### src/rtl/cfgwin_pkg.sv
package cfgwin_pkg;

  typedef struct packed {
    logic idxWr;
    logic dataWr;
    logic idxRd;
    logic dataRd;
  } cfgStrobes_t;

  // Registers that hold a flop: everything outside the protection map.
  function automatic logic regIsWritable(input int idx);
    logic blocked;
    blocked = (idx < 'hE0) || (idx == 'hE4) || (idx == 'hE5) ||
              (idx >= 'hE9 && idx <= 'hED) || (idx == 'hF3) ||
              (idx == 'hF5) || (idx == 'hF7) ||
              (idx >= 'hF9 && idx <= 'hFB) || (idx >= 'hFD);
    return !blocked;
  endfunction

  function automatic logic [7:0] regResetVal(input int idx);
    case (idx)
      'hE0:    return 8'h3C;
      'hE2:    return 8'h03;
      'hE3:    return 8'hFC;
      'hE6:    return 8'hDE;
      'hE7:    return 8'hFE;
      'hE8:    return 8'hBE;
      default: return 8'h00;
    endcase
  endfunction

  // Value lock: two registers only take one data value.
  function automatic logic valueAllowed(input logic [7:0] idx, input logic [7:0] d);
    if (idx == 8'hE7) return d == 8'hFE;
    if (idx == 8'hE8) return d == 8'hBE;
    return 1'b1;
  endfunction

endpackage

### src/rtl/cfgwin_ctrl.sv
module cfgwin_ctrl
  import cfgwin_pkg::*;
#(
  parameter int ADDR_W = 16,
  parameter logic [ADDR_W-1:0] BASE_ADDR = 16'h03F0,
  parameter logic [7:0] EN_OFFSET = 8'h85,
  parameter int EN_BIT = 1
) (
  input  logic              clk,
  input  logic              rstN,
  input  logic              hostCfgWr,
  input  logic [7:0]        hostCfgOffset,
  input  logic [7:0]        hostCfgData,
  input  logic [ADDR_W-1:0] ioAddr,
  input  logic              ioWr,
  input  logic              ioRd,
  output cfgStrobes_t       strb,
  output logic              winEn,
  output logic              claim
);
  localparam logic [ADDR_W-1:0] DATA_ADDR = BASE_ADDR + 1'b1;

  logic hitIdx;
  logic hitData;

  always_ff @(posedge clk) begin
    if (!rstN) begin
      winEn <= 1'b0;
    end else if (hostCfgWr && hostCfgOffset == EN_OFFSET) begin
      winEn <= hostCfgData[EN_BIT];
    end
  end

  always_comb begin
    hitIdx      = winEn && (ioAddr == BASE_ADDR);
    hitData     = winEn && (ioAddr == DATA_ADDR);
    strb.idxWr  = hitIdx && ioWr;
    strb.idxRd  = hitIdx && ioRd && !ioWr;
    strb.dataWr = hitData && ioWr;
    strb.dataRd = hitData && ioRd && !ioWr;
    claim       = (hitIdx || hitData) && (ioWr || ioRd);
  end
endmodule

### src/rtl/cfgwin_dp.sv
module cfgwin_dp
  import cfgwin_pkg::*;
#(
  parameter int NUM_REGS = 256,
  parameter int DATA_W = 8
) (
  input  logic              clk,
  input  logic              rstN,
  input  cfgStrobes_t       strb,
  input  logic [DATA_W-1:0] ioWdata,
  output logic [DATA_W-1:0] ioRdata,
  output logic [DATA_W-1:0] idxQ,
  output logic              wrAccept
);
  localparam logic [DATA_W-1:0] IDLE_DATA = '1;

  logic [DATA_W-1:0] regQ [NUM_REGS];

  always_ff @(posedge clk) begin
    if (!rstN) begin
      idxQ <= '0;
    end else if (strb.idxWr) begin
      idxQ <= ioWdata;
    end
  end

  assign wrAccept = strb.dataWr && regIsWritable(int'(idxQ)) && valueAllowed(idxQ, ioWdata);

  for (genvar g = 0; g < NUM_REGS; g++) begin : gReg
    localparam logic [DATA_W-1:0] RST_VAL = regResetVal(g);
    if (regIsWritable(g)) begin : gFlop
      always_ff @(posedge clk) begin
        if (!rstN) begin
          regQ[g] <= RST_VAL;
        end else if (wrAccept && idxQ == DATA_W'(g)) begin
          regQ[g] <= ioWdata;
        end
      end
    end else begin : gFixed
      assign regQ[g] = RST_VAL;
    end
  end

  always_comb begin
    if (strb.dataRd)     ioRdata = regQ[idxQ];
    else if (strb.idxRd) ioRdata = idxQ;
    else                 ioRdata = IDLE_DATA;
  end
endmodule

### src/rtl/cfgwin_top.sv
module cfgwin_top
  import cfgwin_pkg::*;
#(
  parameter int ADDR_W = 16,
  parameter logic [ADDR_W-1:0] BASE_ADDR = 16'h03F0,
  parameter logic [7:0] EN_OFFSET = 8'h85,
  parameter int EN_BIT = 1
) (
  input  logic              clk,
  input  logic              rstN,
  input  logic              hostCfgWr,
  input  logic [7:0]        hostCfgOffset,
  input  logic [7:0]        hostCfgData,
  input  logic [ADDR_W-1:0] ioAddr,
  input  logic              ioWr,
  input  logic              ioRd,
  input  logic [7:0]        ioWdata,
  output logic [7:0]        ioRdata,
  output logic              ioAck
);
  cfgStrobes_t strb;
  logic        winEn;
  logic [7:0]  idxQ;
  logic        wrAccept;

  cfgwin_ctrl #(
    .ADDR_W(ADDR_W), .BASE_ADDR(BASE_ADDR), .EN_OFFSET(EN_OFFSET), .EN_BIT(EN_BIT)
  ) uCtrl (
    .clk(clk), .rstN(rstN), .hostCfgWr(hostCfgWr), .hostCfgOffset(hostCfgOffset),
    .hostCfgData(hostCfgData), .ioAddr(ioAddr), .ioWr(ioWr), .ioRd(ioRd),
    .strb(strb), .winEn(winEn), .claim(ioAck)
  );

  cfgwin_dp #(.NUM_REGS(256), .DATA_W(8)) uDp (
    .clk(clk), .rstN(rstN), .strb(strb), .ioWdata(ioWdata),
    .ioRdata(ioRdata), .idxQ(idxQ), .wrAccept(wrAccept)
  );
endmodule

### config.mk
export PLATFORM = sky130hd
export DESIGN_NAME = cfgwin_top
export DESIGN_NICKNAME = d
export VERILOG_FILES = /design/src/rtl/cfgwin_pkg.sv /design/src/rtl/cfgwin_ctrl.sv /design/src/rtl/cfgwin_dp.sv /design/src/rtl/cfgwin_top.sv
export SDC_FILE = /design/constraint.sdc
export NUM_CORES = 1
export LEC_CHECK = 0
export BUFFER_PORTS_ARGS = -buffer_cell sky130_fd_sc_hd__buf_2
export CAP_MARGIN = 20
export CORE_MARGIN = 5
export CORE_UTILIZATION = 30
export CTS_CLUSTER_DIAMETER = 50
export DETAILED_ROUTE_END_ITERATION = 8
export GPL_ROUTABILITY_DRIVEN = 0
export SKIP_LAST_GASP = 1
export SYNTH_ARGS = -nofsm -noshare
export SYNTH_HDL_FRONTEND = slang
export SYNTH_SLANG_ARGS = --single-unit
export TNS_END_PERCENT = 10
### constraint.sdc
create_clock -name clk -period 7.28 [get_ports clk]
set_input_delay 1.82 -clock clk [delete_from_list [all_inputs] [get_ports clk]]
set_output_delay 1.82 -clock clk [all_outputs]
set_load 0.01 [all_outputs]
==> reports/metrics.yaml <==
status:
  status: "completed"
synthesis:
  synthArstFlopShare_pct: 0
  synthFlopType: "dfxtp_1"
  syn-num-nets: 718
  yosysTopAreaCell: "dfxtp_1"
  ys_ff_latch: 137
  avgSynthCellArea_um2: 10.0
  syn-instance-count: 673
  synth.area.top_cells: "dfxtp_1 41%, mux2i_1 19%, nand2_1 7.1%, nor4_4 3.8%, nor2b_1 3.7%"
  synth_cell_types: 59
  synth_top_area_share_pct: 40.6
  synth_edf_count: 0
  syn-cell-area_um2: 6760
  yosys_warnings: 0
  yosysSeqAreaShare_pct: 40.6
clock_network:
  cts.sinks: 137
  clkSlewWorstSetupHoldPaths_ps: 60
  ctsHtreeMaxLevel: 4
  cts_tree: "done"
  clock_latency_ps: 430
  post_cts_buffers: 0
  cts_buffers: 17
  ctsResizeCount: 0
  cts_root_buf: "clkbuf_16"
  hold_buffers: 0
  clockBufferDepth: 2
critical_path:
  slowest_delay_ps: 560
  cp_max_fo: 10
  startpoint_type: "input port"
  cp-end-kind: "primary output"
  cp_cell_sequence: "buf_2, or4b_4, nor4_2, nand3_1, o31ai_1, buf_2"
  cp.required_ps: 5460
  critical-path-slowest-cell: "or4b_4"
  critPathMostFrequentCell: "buf_2"
  path_class: "in -> out"
  cp_data_arrival_time_ps: 4180
floorplanning:
  rows: 55
  die_h_um: 160
  start_util_pct: 30.1
  coreArea_um2: 22400
  die_width_um: 160
  dieArea_um2: 25600
  io_pins: 54
place:
  place_ws_ps: 1390
  placed_area_um2: 7180
  portBuffers: 46
  place_hpwl_mm: 12.3
finish:
  drive_above_1_share_pct: 19.5
  insertedDiodeCount: 0
  area_delta_synth_final_pct: 16.9
  fin_area_um2: 7900
  fin_nets: 739
sta:
  slew_viol_final: 0
  post-route-min-period_ps: 6000
  fmax_ghz: 0.167
  slew_headroom_pct: 29.3
  worstMarginPinSlew_ps: 1060
  period_share_pct: 82.4
  hold_viol_final: 0
  finClkSkew_ps: 9.35
  fin_ws_ps: 1280
  rsz0062_at_grt: "no"
  setup_viol: 0
  tns_ps: 0
  hold_ws_ps: 428
routing:
  vias_per_cell: 5.17
  drt_iter0_markers: 345
  wire_per_inst_um: 18.9
  drtPass1Iterations: 7
  routed_wl_mm: 18.7
  vias: 5127
  drc: 0
  final_antenna_net_count: 0
job:
  cap_violations: 0
grt:
  overflow: 0
  grt_antenna_before_repair: 0
  grt_start_max_net_pins: 97
  grt_pass1_vias: 4998
  grt.total_usage_pct: 14.7
  grt_pass1_wl_mm: 29.4
pwr:
  p_leak_nw: 2.59
  power.density_nw_per_um2: 234
  ir_drop_mv: 0.156
min_path:
  worstHoldPathType: "reg -> reg"
[state kept, by name (all words and copies together), names as in the netlist]
| signal | count |
|---|---|
| uCtrl.winEn | 1 |
| uDp.idxQ | 8 |
| uDp.regQ | 128 |
[worst paths after layout]
kind / from / end / slack (ps) / cells after the start
worst max register to register: uDp.idxQ[1] / uDp.regQ[255] / 3610 / 7
worst min-delay path: uDp.regQ[184] / uDp.regQ[184] / 430 / 2
worst min register to register: uDp.regQ[184] / uDp.regQ[184] / 430 / 2
worst max-delay path: ioAddr[12] / ioRdata[3] / 1280 / 6
[cells in the final DEF, fill, tap and decap left out, drive strengths merged, types with 3 or more instances in the layout]
master,Yosys,routed
o32a,3,3
a22oi,9,9
and2,5,5
or2,13,13
nor3,5,5
a222oi,4,4
nand3,16,16
o22ai,4,4
o31ai,3,3
nor4b,3,3
a31oi,6,6
a22o,9,9
nor2,11,11
a21oi,7,7
clkbuf,33,21
bufinv,0,7
nand3b,3,3
nor2b,40,40
inv,3,4
and3,3,3
dfxtp,137,137
a221oi,3,3
clkinv,0,3
nand2b,3,3
nand2,129,129
nor4,13,13
nand4,5,5
o21ai,5,5
buf,19,54
mux2,16,16
mux2i,127,127
mux4,10,10
[final cells by class]
type                       instances  area, um^2
clock buffer                      21         480
clock inverter                    11         238
fill                            2227       14500
inverter                           3        11.3
multi-input combinational        481        3780
sequential                       137        2740
tap                              285         357
timing repair buffer              54         293
[cells by family (layout without fill, tap and decap cells)]
family / Yosys count / in the layout / synth area share, %
AND/OR/NAND/NOR: 258 / 258 / 22.5
multiplexers: 153 / 153 / 24.8
flip-flops: 137 / 137 / 40.6
AO/OA/AOI/OAI: 70 / 70 / 8.55
buffers and inverters: 55 / 89 / 3.54
[power breakdown]
part / switching [mW] / leakage, nW / total, mW / internal, mW
clock network: 0.332 / 0.354 / 1.05 / 0.714
logic: 0.0346 / 1.13 / 0.0493 / 0.0148
registers: 0.00000306 / 1.10 / 0.750 / 0.750
[worst max-delay path: cells and delay by family]
kind / cells / cell delay [ps]
buffers and inverters: 2 / 310
and+or+nand+nor: 3 / 1560
AOI/OAI and AO/OA: 1 / 490
[Yosys cell counts (all sizes together), types with 2 or more instances]
library cell,instances
or2,13
a31oi,6
mux2,16
o22ai,4
dfxtp,137
o31ai,3
a221oi,3
a22o,9
and2,5
inv,3
o21a,2
o32a,3
and3,3
a222oi,4
nor4b,3
a211o,2
nand2b,3
a32oi,2
nor4,13
mux4,10
nand4,5
clkbuf,33
o21ai,5
a22oi,9
nand3b,3
nor2,11
nand2,129
nand4b,2
a21oi,7
mux2i,127
nor3,5
o2111ai,2
nor2b,40
or4b,2
buf,19
nand3,16
o41ai,2
[per-stage QoR]
| stage | power (mW) | std cells | util [%] |
|---|---|---|---|
| after global routing | 1.89 | 992 | 35.2 |
| after detailed placement | 0.816 | 960 | 32.0 |
| after floorplan | 0.791 | 673 | - |
| after CTS | 1.86 | 992 | 35.2 |
| after global placement | 0.816 | 960 | 32.0 |
| final | 1.85 | 992 | 35.2 |
[layer usage]
metal | track usage, % | share of wire, %
met5 | 0 | 0
met1 | 19.5 | 46
met4 | 5.91 | 2.7
met2 | 23.4 | 46
met3 | 3.20 | 5.8
No activity file was read; power rests on OpenSTA's default activity.
